===== config.mk =====
export PLATFORM = sky130hd
export DESIGN_NAME = pcm_mcu_access
export DESIGN_NICKNAME = d
export VERILOG_FILES = /design/src/rtl/pcm_acc_pkg.sv /design/src/rtl/pcm_acc_wpath.sv /design/src/rtl/pcm_acc_rpath.sv /design/src/rtl/pcm_mcu_access.sv
export SDC_FILE = /design/constraint.sdc
export NUM_CORES = 1
export LEC_CHECK = 0
export BUFFER_PORTS_ARGS = -buffer_cell sky130_fd_sc_hd__buf_2
export CAP_MARGIN = 20
export CORE_MARGIN = 4
export CORE_UTILIZATION = 36
export DETAILED_ROUTE_END_ITERATION = 6
export PLACE_DENSITY = 0.77
export SETUP_SLACK_MARGIN = 0.2
export SYNTH_ARGS = -nofsm -noshare
export SYNTH_HDL_FRONTEND = slang
export SYNTH_HIERARCHICAL = 1
export SYNTH_SLANG_ARGS = --single-unit

===== constraint.sdc =====
create_clock -name clk -period 1.2 [get_ports clk]
set_clock_uncertainty 0.05 [all_clocks]
set_input_delay 0.06 -clock clk [delete_from_list [all_inputs] [get_ports clk]]
set_output_delay 0.06 -clock clk [all_outputs]
set_load 0.02 [all_outputs]

===== src/rtl/pcm_acc_pkg.sv =====
package pcm_acc_pkg;

  typedef struct packed {
    logic ovr;
    logic miss;
    logic rrdy;
    logic wreq;
  } pcm_flags_t;

  // status word layout: upper bits zero, flag nibble in the low bits
  function automatic logic [7:0] pack_status(input pcm_flags_t f);
    return {4'b0000, f};
  endfunction

  // one cycle event on the first high sample of the frame sync
  function automatic logic frame_edge(input logic now, input logic prev);
    return now & ~prev;
  endfunction

endpackage


===== src/rtl/pcm_acc_wpath.sv =====
module pcm_acc_wpath #(
  parameter int NCH = 4,
  parameter int W   = 8,
  parameter int SW  = 2
) (
  input  logic           clk,
  input  logic           rst_n,
  input  logic           frame_evt,
  input  logic           wr_mode,
  input  logic [SW-1:0]  sel,
  input  logic           data_wr,
  input  logic           stat_rd,
  input  logic [W-1:0]   wdata,
  input  logic [NCH*W-1:0] rx_in,
  output logic [NCH*W-1:0] rx_out,
  output logic           wreq,
  output logic           miss,
  output logic           miss_evt
);

  logic [W-1:0] wbuf;
  logic [W-1:0] ins_byte;
  logic         wr_frame;

  assign wr_frame = frame_evt & wr_mode;
  assign miss_evt = wr_frame & wreq & ~data_wr;

  always_ff @(posedge clk) begin
    if (!rst_n) begin
      wbuf     <= '0;
      ins_byte <= '0;
      wreq     <= 1'b0;
      miss     <= 1'b0;
    end else begin
      if (data_wr) wbuf <= wdata;
      if (wr_frame) ins_byte <= data_wr ? wdata : wbuf;
      if (wr_frame)     wreq <= 1'b1;
      else if (data_wr) wreq <= 1'b0;
      if (miss_evt)     miss <= 1'b1;
      else if (stat_rd) miss <= 1'b0;
    end
  end

  for (genvar k = 0; k < NCH; k++) begin : g_lane
    assign rx_out[k*W +: W] = (wr_mode && sel == SW'(k)) ? ins_byte
                                                         : rx_in[k*W +: W];
  end

endmodule


===== src/rtl/pcm_acc_rpath.sv =====
module pcm_acc_rpath #(
  parameter int NCH = 4,
  parameter int W   = 8,
  parameter int SW  = 2
) (
  input  logic           clk,
  input  logic           rst_n,
  input  logic           frame_evt,
  input  logic           rd_mode,
  input  logic [SW-1:0]  sel,
  input  logic           data_rd,
  input  logic           stat_rd,
  input  logic [NCH*W-1:0] tx_in,
  output logic [W-1:0]   capt,
  output logic           rrdy,
  output logic           ovr,
  output logic           ovr_evt
);

  logic         rd_frame;
  logic [W-1:0] lane_sel;

  assign rd_frame = frame_evt & rd_mode;
  assign ovr_evt  = rd_frame & rrdy & ~data_rd;
  assign lane_sel = tx_in[sel*W +: W];

  always_ff @(posedge clk) begin
    if (!rst_n) begin
      capt <= '0;
      rrdy <= 1'b0;
      ovr  <= 1'b0;
    end else begin
      if (rd_frame)     capt <= lane_sel;
      if (rd_frame)     rrdy <= 1'b1;
      else if (data_rd) rrdy <= 1'b0;
      if (ovr_evt)      ovr  <= 1'b1;
      else if (stat_rd) ovr  <= 1'b0;
    end
  end

endmodule


===== src/rtl/pcm_mcu_access.sv =====
module pcm_mcu_access
  import pcm_acc_pkg::*;
#(
  parameter int NCH = 4,
  parameter int W   = 8,
  localparam int SW = (NCH > 1) ? $clog2(NCH) : 1
) (
  input  logic             clk,
  input  logic             rst_n,
  input  logic [SW-1:0]    chan_sel,
  input  logic             wr_mode,
  input  logic             rd_mode,
  input  logic             fsync,
  input  logic             reg_wr,
  input  logic             reg_rd,
  input  logic             reg_addr,
  input  logic [W-1:0]     wdata,
  output logic [W-1:0]     rdata,
  input  logic [NCH*W-1:0] rx_in,
  output logic [NCH*W-1:0] rx_out,
  input  logic [NCH*W-1:0] tx_in,
  output logic [W-1:0]     tx_capt,
  output logic             irq,
  output logic             flag_wreq,
  output logic             flag_rrdy,
  output logic             flag_miss,
  output logic             flag_ovr
);

  logic       fs_q;
  logic       frame_evt;
  logic       data_wr, data_rd, stat_rd;
  logic       miss_evt, ovr_evt;
  pcm_flags_t flags;

  always_ff @(posedge clk) begin
    if (!rst_n) fs_q <= 1'b0;
    else        fs_q <= fsync;
  end

  assign frame_evt = frame_edge(fsync, fs_q);
  assign data_wr   = reg_wr & ~reg_addr;
  assign data_rd   = reg_rd & ~reg_addr;
  assign stat_rd   = reg_rd &  reg_addr;

  pcm_acc_wpath #(.NCH(NCH), .W(W), .SW(SW)) u_wpath (
    .clk(clk), .rst_n(rst_n), .frame_evt(frame_evt), .wr_mode(wr_mode),
    .sel(chan_sel), .data_wr(data_wr), .stat_rd(stat_rd), .wdata(wdata),
    .rx_in(rx_in), .rx_out(rx_out), .wreq(flag_wreq), .miss(flag_miss),
    .miss_evt(miss_evt)
  );

  pcm_acc_rpath #(.NCH(NCH), .W(W), .SW(SW)) u_rpath (
    .clk(clk), .rst_n(rst_n), .frame_evt(frame_evt), .rd_mode(rd_mode),
    .sel(chan_sel), .data_rd(data_rd), .stat_rd(stat_rd), .tx_in(tx_in),
    .capt(tx_capt), .rrdy(flag_rrdy), .ovr(flag_ovr), .ovr_evt(ovr_evt)
  );

  assign flags = '{ovr: flag_ovr, miss: flag_miss, rrdy: flag_rrdy, wreq: flag_wreq};
  assign rdata = reg_addr ? W'(pack_status(flags)) : tx_capt;
  assign irq   = (flag_wreq & wr_mode) | (flag_rrdy & rd_mode);

endmodule


==> run metrics, run 1 <==
status completed; Hold Startpoint wdata[2]; Hold Path Class in2reg; Final period util 99.7%; Inserted Diodes 0; worst slew pin tran 0.322 ns; RSZ-0062 raised after global routing true; commonest non-fill, non-tap cell in the layout buf_2; WHS 0.00642 ns; number of I/O pins 135; setup slack, reg-to-reg 0.004 ns; CTS tree yes; CP Max Fanout 8; Critical Path Start Type register; DRC Markers 0; Yosys warning total 6; maxcap violations 0; Setup WS pre-CTS 0.000229 ns; Initial Util 37.5%; die area 6150 sq um; WP data required 1.34 ns; area grow syn2layout 93.8%; overall global routing resource usage 21.0%; Final ANT Viol Nets 0; GP Congestion 0.823; endpoint type of the worst setup path register; CTS clk-pin slew, worst paths 0.06 ns; drt via density 5.20; Final Critical Period 1.20 ns; Final Slew Violations 0; Setup-failing EPs final 0; worst skew pair latency 0.28 ns; row cnt 25; vias in the first global route 2,006; Final Hold Viols 0; fin cells 395; layout cells sized above 1 80.5%; synthesized cell area 1780 sq um; first-pass GRT wire length 10,200 um; final wirelength 7340 um; DP HPWL 4630 um; Worst slew margin 77.9%; Die Width 78.4 um; clock buffer depth 2; critical path type reg2reg; Syn Nets 251; GRT Residual Overflow 0; drt first pass iters 4; Mapped Cells 169; peak supply drop 661 uV; worst setup margin 0.00367 ns; largest net degree at the start of global routing 19; Syn Area/Cell 10.6 sq um; Die Span Y 78.4 um; Nets 409; commonest non-fill, non-tap cells in the layout 84 x buf_2, 52 x buf_6, 32 x mux2_4; Max Fclk 836 MHz; clock sink count 29; Layout Utilization 72.7%; total CTS buffers 5; initial DRC count 81; clock root buffer clkbuf_8; Hold Path Depth 3; WHS Endpoint u_wpath/wbuf[2]; detailed-route via count 2,053; Worst R2R Start fs_q; initial antenna violation count 0; core footprint 4750 sq um; reg-to-reg critical path endpoint u_rpath/capt[3]; # H-tree levels 2; CP arrival 1.33 ns; final routed wire length divided by cell count 18.6 um; dpl cells 369; # port buffers 134; worst reg2reg path depth 4; Lkg Pwr 1.70 nW; fill cell count 298; Sum Neg Setup Slack 0 ns; Power Density 843 nW/um^2
[layer usage]
layer / wire [um] / global-route usage [%] / vias to the layer above
met5: 0 / 0 / -
met4: 233 / 8.57 / 0
met3: 544 / 6.65 / 17
met2: 3860 / 37.3 / 106
met1: 2700 / 23.0 / 981
li1: - / - / 949
[worst max-delay path by stage]
stage | start | endpoint | cells after the start | slack (ns)
CTS | u_wpath/ins_byte[5] | rx_out[13] | 2 | 0.04
detailed placement | wr_mode | rx_out[1] | 5 | 0.0002
floorplan | wr_mode | rx_out[1] | 3 | 0.15
finish | fs_q | u_rpath/capt[3] | 4 | 0.004
global placement | chan_sel[1] | rx_out[13] | 4 | 0.03
global route | fs_q | u_wpath/ins_byte[4] | 5 | -0.02
[power breakdown]
group,internal (W),total [W],switching [W]
Combinational,0.000595,0.00110,0.000503
Sequential,0.00102,0.00106,0.0000474
Clock,0.000411,0.000753,0.000342
[state kept, by name, indices dropped and copies added (netlist names)]
register	cells
u_rpath/capt	8
u_wpath/ins_byte	8
u_wpath/wbuf	8
fs_q	1
u_rpath/ovr	1
u_rpath/rrdy	1
u_wpath/miss	1
u_wpath/wreq	1
[final cells by class]
| cell class | count | area, sq um | area share (%) |
|---|---|---|---|
| Timing Repair Buffer | 161 | 1250 | 36.1 |
| Tap cell | 67 | 83.8 | 2.42 |
| Sequential cell | 29 | 624 | 18.1 |
| Inverter | 1 | 3.75 | 0.109 |
| Multi-Input combinational cell | 129 | 1420 | 41.0 |
| Clock buffer | 8 | 80.1 | 2.32 |
[what timing repair did]
| action | in CTS | in global routing |
|---|---|---|
| setup buffers | 9 | 7 |
| hold endpoints to repair | 1 | 0 |
| pin swaps | 17 | 4 |
| gates cloned | 1 | 0 |
| hold buffers | 1 | 0 |
| gates resized for setup | 144 | 59 |
| endpoints found under the setup margin | 60 | 66 |
[stage by stage]
stage / power, W / cell area (sq um)
2_1_floorplan: 0.00153 / 1810
3_3_place_gp: 0.00180 / 2550
3_5_place_dp: 0.00182 / 2550
4_1_cts: 0.00279 / 3200
5_1_grt: 0.00302 / 3460
6_report: 0.00291 / 3460
[worst max-delay path: stages (launching register included)]
cell      delay, ns
dfxtp_2        0.33
nor2b_4        0.20
nand4_1        0.17
buf_6          0.19
o221ai_2       0.18
Note: power is estimated with default switching activity, not from simulation.
==> inputs of run 2 (changes only) <==
--- a/config.mk
+++ b/config.mk
@@ -6,12 +6,11 @@
 export NUM_CORES = 1
 export LEC_CHECK = 0
 export BUFFER_PORTS_ARGS = -buffer_cell sky130_fd_sc_hd__buf_2
-export CAP_MARGIN = 20
-export CORE_MARGIN = 4
 export CORE_UTILIZATION = 36
 export DETAILED_ROUTE_END_ITERATION = 6
 export PLACE_DENSITY = 0.77
 export SETUP_SLACK_MARGIN = 0.2
+export SLEW_MARGIN = 40
 export SYNTH_ARGS = -nofsm -noshare
 export SYNTH_HDL_FRONTEND = slang
 export SYNTH_HIERARCHICAL = 1
==> run 2 against run 1 <==
Worst hold slack better by 0.019 ns. Sequential cell count did not move. Maximum frequency increased by 2.5%. Final area fell by 2.1%. Total power up 1.3%. Sequential share of layout area grew 0.20 points. Register-to-register slack better by 0.05 ns. Critical path type is now reg2out. Critical endpoint is now rx_out[13].
==> run metrics, run 2 (synthesis gave the netlist of run 1 again) <==
drt first pass iters 4 (unchanged); Cell Area, Placed 2530 sq um (-0.88%); M2 GR Usage 45.5% (+8.2 points); GRT Residual Overflow 0 (unchanged); status completed; clock sink count 29 (unchanged); initial antenna violation count 0 (unchanged); Hold Path Class in2reg; Sum Neg Setup Slack 0 ns (unchanged); final wirelength 7440 um (+1.4%); grt met3 use 6.25% (-0.40 points); critical path type reg2out; Final period util 97.3% (-2.4 points); overall global routing resource usage 24.7% (+3.7 points); CP Max Fanout 5 (-3); endpoint type of the worst setup path output pin; CP arrival 1.06 ns (-0.27 ns); Nets 405 (-0.98%); CP bufs+invs 1 (unchanged); Initial Util 37.5% (unchanged); layout cells sized above 1 80.2% (-0.30 points); Die Width 72.4 um (-7.7%); peak supply drop 452 uV (-32%); reg-to-reg critical path endpoint u_rpath/capt[5]; WHS Endpoint u_wpath/wbuf[1]; DP HPWL 4160 um (-10%); CP max stage cell dfxtp_2; Setup-failing EPs final 0 (unchanged); clock root buffer clkbuf_8; Final Hold Viols 0 (unchanged); final routed wire length divided by cell count 19.1 um (+2.7%); largest net degree at the start of global routing 19 (unchanged); WP data required 1.09 ns (-0.25 ns); dpl cells 366 (-0.81%); DRC Markers 0 (unchanged); number of I/O pins 135 (unchanged); Critical Path Start Type register; Die Span Y 72.4 um (-7.7%); CTS tree yes; drt via density 5.24 (+0.74%); worst slew pin tran 0.371 ns (+0.0492 ns); CP peak stage delay 0.35 ns (+0.02 ns); Worst slew margin 74.6% (-3.4 points); maxcap violations 0 (unchanged); core footprint 4750 sq um (unchanged); Final ANT Viol Nets 0 (unchanged); GP Congestion 0.838 (+1.8%); die area 5240 sq um (-15%); # H-tree levels 2 (unchanged); initial DRC count 65 (-20%); Inserted Diodes 0 (unchanged); cell area after layout 3390 sq um (-2.1%); Power Density 872 nW/um^2 (+3.5%); Final Critical Period 1.17 ns (-0.0289 ns); clock buffer depth 2 (unchanged); total CTS buffers 5 (unchanged); fin cells 390 (-1.3%); detailed-route via count 2,042 (-0.54%); worst skew pair latency 0.28 ns (about the same); worst reg2reg path depth 4 (unchanged); vias in the first global route 1,928 (-3.9%); Max Fclk 857 MHz (+2.5%); commonest non-fill, non-tap cells in the layout 85 x buf_2, 52 x buf_6, 24 x mux2i_1; top flop regs u_rpath/capt: 8 flops, u_wpath/ins_byte: 8 flops, u_wpath/wbuf: 8 flops; CTS clk-pin slew, worst paths 0.06 ns (about the same); RSZ-0062 raised after global routing true; # port buffers 134 (unchanged); WHS 0.0257 ns (+0.0192 ns); Lkg Pwr 1.60 nW (-5.9%); Hold Path Depth 3 (unchanged); row cnt 25 (unchanged); Worst R2R Start fs_q; GR Layer Usage met1 27.4% (+4.4 points); setup slack, reg-to-reg 0.05 ns (+0.05 ns); first-pass GRT wire length 9740 um (-4.3%); area grow syn2layout 89.8%; Final Slew Violations 0 (unchanged); Hold Startpoint wdata[1]; CP cell instances mux2_2 > buf_6; CP top delay family flip-flops; busiest grt layer met2; commonest non-fill, non-tap cell in the layout buf_2
[run 2: cell types whose count changed in the layout (fill, tap and decap cells not counted), moves of 3 or more]
| cell | delta |
|---|---|
| buf_4 | -5 |
| nand3_1 | -3 |
| mux2_2 | +15 |
| mux2_4 | -15 |
| dfxtp_1 | +3 |
[run 2: metal layers]
metal	part of all wire [%]	up-vias
met4	1.9	0
li1	-	946
met1	39	993
met3	5.7	14
met2	53	89
met5	0	-
[run 2: where the power goes]
group	internal, W	total [W]	switching (W)
Clock	0.000454	0.000807	0.000353
Combinational	0.000565	0.00108	0.000515
Sequential	0.00102	0.00107	0.0000491
Total	0.00203	0.00295	0.000918
[run 2: per-stage QoR]
| stage | util [%] | power [W] | worst slack (ns) |
|---|---|---|---|
| floorplan | - | 0.00153 | 0.155 |
| global placement | 53.3 | 0.00180 | 0.00371 |
| detailed placement | 53.3 | 0.00181 | -0.0245 |
| CTS | 67.1 | 0.00283 | 0.0452 |
| global route | 71.2 | 0.00306 | 0.0115 |
| finish | 71.2 | 0.00295 | 0.0325 |
[run 2: repair_timing]
item | 4_1_cts | 5_1_grt
pin swaps | 17 | 6
buffers inserted | 11 | 4
resized for setup | 138 | 46
hold buffers | 1 | 0
cloned | 1 | 0
endpoints found under the hold margin | 1 | 0
setup endpoints to repair | 59 | 66
[run 2: worst reg2reg max path, cell delays in order, from the launching register on]
cell and delay, ns:
dfxtp_2 0.33, nor2b_4 0.18, nand4_1 0.13, buf_6 0.18
o221ai_2 0.19
[run 2: worst max-delay path by stage]
stage | end | slack, ns | start | depth (start not counted)
finish | rx_out[13] | 0.03 | u_wpath/ins_byte[5] | 2
detailed placement | u_rpath/capt[1] | -0.02 | fs_q | 3
global placement | rx_out[19] | 0.004 | chan_sel[0] | 4
global route | u_rpath/capt[1] | 0.01 | fs_q | 5
floorplan | rx_out[1] | 0.15 | wr_mode | 3
CTS | rx_out[20] | 0.05 | u_wpath/ins_byte[4] | 2
[run 2: cell type report]
class / count / area (sq um)
multi-input combinational: 130 / 1390
fill: 324 / 1370
timing repair buffer: 156 / 1200
sequential: 29 / 618
clock buffer: 7 / 86.3
tap: 67 / 83.8
inverter: 1 / 3.75
==> inputs of run 3 (changes only) <==
--- a/config.mk
+++ b/config.mk
@@ -5,10 +5,11 @@
 export SDC_FILE = /design/constraint.sdc
 export NUM_CORES = 1
 export LEC_CHECK = 0
+export ABC_AREA = 1
 export BUFFER_PORTS_ARGS = -buffer_cell sky130_fd_sc_hd__buf_2
-export CORE_UTILIZATION = 36
+export CORE_UTILIZATION = 37
 export DETAILED_ROUTE_END_ITERATION = 6
-export PLACE_DENSITY = 0.77
+export PLACE_DENSITY = 0.78
 export SETUP_SLACK_MARGIN = 0.2
 export SLEW_MARGIN = 40
 export SYNTH_ARGS = -nofsm -noshare
==> run 3 against run 2 <==
Worst hold slack better by 0.0020 ns. Utilization shrank 3.2 points. Die area up 2.7%. Cell count rose by 38%. Sequential share of layout area rose by 0.37 points. Register-to-register slack gained 0.09 ns. Global-route usage fell by 1.6 points. Largest power group unchanged. Area after synthesis grew 5.6%. Sequential cell count unchanged. Largest cell class unchanged. Critical path type unchanged. Synthesized cell count up 89%. Final area decreased by 3.2%. Total power is 3.0% higher.
==> run metrics, run 3 <==
Power Density 927 nW/um^2 (+6.3%); drt via density 4.72 (-9.9%); clock root buffer clkbuf_8; WP data required 1.09 ns (about the same); CP top delay family flip-flops; Critical Path Start Type register; clock sink count 29 (unchanged); commonest non-fill, non-tap cells in the layout 110 x nand2_1, 93 x buf_2, 33 x inv_1; DRC Markers 0 (unchanged); synthesized cell area 1880 sq um (+5.6%); Final Hold Viols 0 (unchanged); Yosys warning total 6 (unchanged); final wirelength 6790 um (-8.8%); core footprint 4820 sq um (+1.3%); DP HPWL 4450 um (+7.0%); Hold Path Class in2reg; final routed wire length divided by cell count 12.6 um (-34%); initial antenna violation count 0 (unchanged); commonest non-fill, non-tap cell in the layout nand2_1; Setup-failing EPs final 0 (unchanged); critical path startpoint u_wpath/ins_byte[5]; number of I/O pins 135 (unchanged); worst skew pair latency 0.28 ns (about the same); CTS tree yes; GP Congestion 0.797 (-4.8%); # H-tree levels 2 (unchanged); Final Critical Period 1.08 ns (-0.0862 ns); Hold Startpoint rst_n; worst reg2reg path depth 6 (+2); Hold Path Depth 3 (unchanged); Highest Signal Layer met4; Lkg Pwr 1.79 nW (+11%); fill cell count 401 (+24%); end point of the critical path rx_out[13]; initial DRC count 139 (+110%); Die Span Y 73.4 um (+1.3%); Syn Area/Cell 5.89 sq um (-44%); CP peak stage delay 0.34 ns (about the same); setup slack, reg-to-reg 0.14 ns (+0.09 ns); cell area after layout 3280 sq um (-3.2%); Met2 Wirelength 3490 um (-12%); Layout Utilization 68.1% (-3.2 points); Mapped Cells 320 (+89%); CP max stage cell dfxtp_2; # port buffers 134 (unchanged); Max Fclk 925 MHz (+8.0%); row cnt 25 (unchanged); peak supply drop 689 uV (+52%); maxcap violations 0 (unchanged); area grow syn2layout 74.0%; detailed-route via count 2,532 (+24%); clock buffer depth 2 (unchanged); CP cell instances inv_4 > o21ai_1 > buf_4; first-pass GRT wire length 9750 um (+0.14%); RSZ-0062 raised after global routing true; Final period util 90.1% (-7.2 points); status completed; critical path type reg2out; CP bufs+invs 2 (+1); CTS clk-pin slew, worst paths 0.06 ns (about the same); layout cells sized above 1 54.7% (-26 points); WP depth 3 (+1); drt first pass iters 4 (unchanged); Initial Util 39.1% (+1.6 points); Sum Neg Setup Slack 0 ns (unchanged); GRT Residual Overflow 0 (unchanged); DR WL met3 244 um (-43%); CP Max Fanout 5 (unchanged); total CTS buffers 5 (unchanged); overall global routing resource usage 23.2% (-1.6 points); Die Width 73.4 um (+1.3%); Worst R2R Start fs_q; Cell Area, Placed 2590 sq um (+2.3%); Syn Nets 402 (+60%); vias in the first global route 2,254 (+17%); reg-to-reg critical path endpoint u_wpath/ins_byte[4]; worst slew pin tran 0.273 ns (-0.0977 ns); Nets 551 (+36%); Worst slew margin 81.7% (+7.1 points); die area 5380 sq um (+2.7%); CP arrival 0.97 ns (-0.09 ns); largest net degree at the start of global routing 18 (-1); endpoint type of the worst setup path output pin; Final Slew Violations 0 (unchanged); Inserted Diodes 0 (unchanged); Final ANT Viol Nets 0 (unchanged); top flop regs u_rpath/capt: 8 flops, u_wpath/ins_byte: 8 flops, u_wpath/wbuf: 8 flops; met1 WL 2890 um (-0.35%)
[run 3: how the worst min path moves through the flow]
stage                                 end  slack (ns)
after global routing      u_rpath/capt[6]        0.03
after global placement               fs_q        0.21
after floorplan                      fs_q        0.10
after detailed placement             fs_q        0.22
after CTS                 u_rpath/capt[7]        0.02
final                     u_rpath/capt[6]        0.03
[run 3: timing repair]
action                                  CTS  global route
endpoints found under the setup margin   56            61
gates resized for setup                 137            57
buffers inserted                          6             2
gates cloned                              1             1
pin swaps                                45            13
hold endpoints to repair                  1             0
hold buffers                              1             0
[run 3: worst register-to-register path, delay by kind of cell, from the launching register on]
family                 cells  cell delay [ns]
AOI/OAI and AO/OA          1             0.14
DFF                        1             0.32
and+or+nand+nor            4             0.33
buffers and inverters      1             0.15
[run 3: through the flow]
stage | power [W] | std cells | hold WS [ns] | setup WS, ns
final | 0.00304 | 537 | 0.0276 | 0.119
after global routing | 0.00320 | 537 | 0.0276 | 0.0755
after CTS | 0.00295 | 534 | 0.0200 | 0.142
after detailed placement | 0.00188 | 518 | 0.217 | 0.0805
after global placement | 0.00187 | 518 | 0.208 | 0.122
after floorplan | 0.00157 | 320 | 0.103 | 0.115
[run 3: area by class of cell]
| type | instances | area (sq um) | share of cell area [%] |
|---|---|---|---|
| tap | 67 | 83.8 | 2.56 |
| sequential | 29 | 611 | 18.6 |
| clock inverter | 1 | 5.00 | 0.153 |
| inverter | 45 | 200 | 6.10 |
| clock buffer | 7 | 96.3 | 2.94 |
| timing repair buffer | 152 | 1030 | 31.4 |
| multi-input combinational | 234 | 1240 | 37.7 |
| timing repair inverter | 2 | 15.0 | 0.458 |
[run 3: report_power, final]
group / internal (W) / switching, W / total (W) / leakage [nW]
sequential: 0.00103 / 0.0000386 / 0.00107 / 0.247
combinational: 0.000470 / 0.000620 / 0.00109 / 1.49
clock: 0.000517 / 0.000365 / 0.000882 / 0.0542
total: 0.00202 / 0.00102 / 0.00304 / 1.79
[run 3: metal layers]
metal	vias up	GRT usage, %
met2	70	40.5
met1	1150	27.9
li1	1293	-
met3	19	3.43
met4	0	10.7
met5	-	0
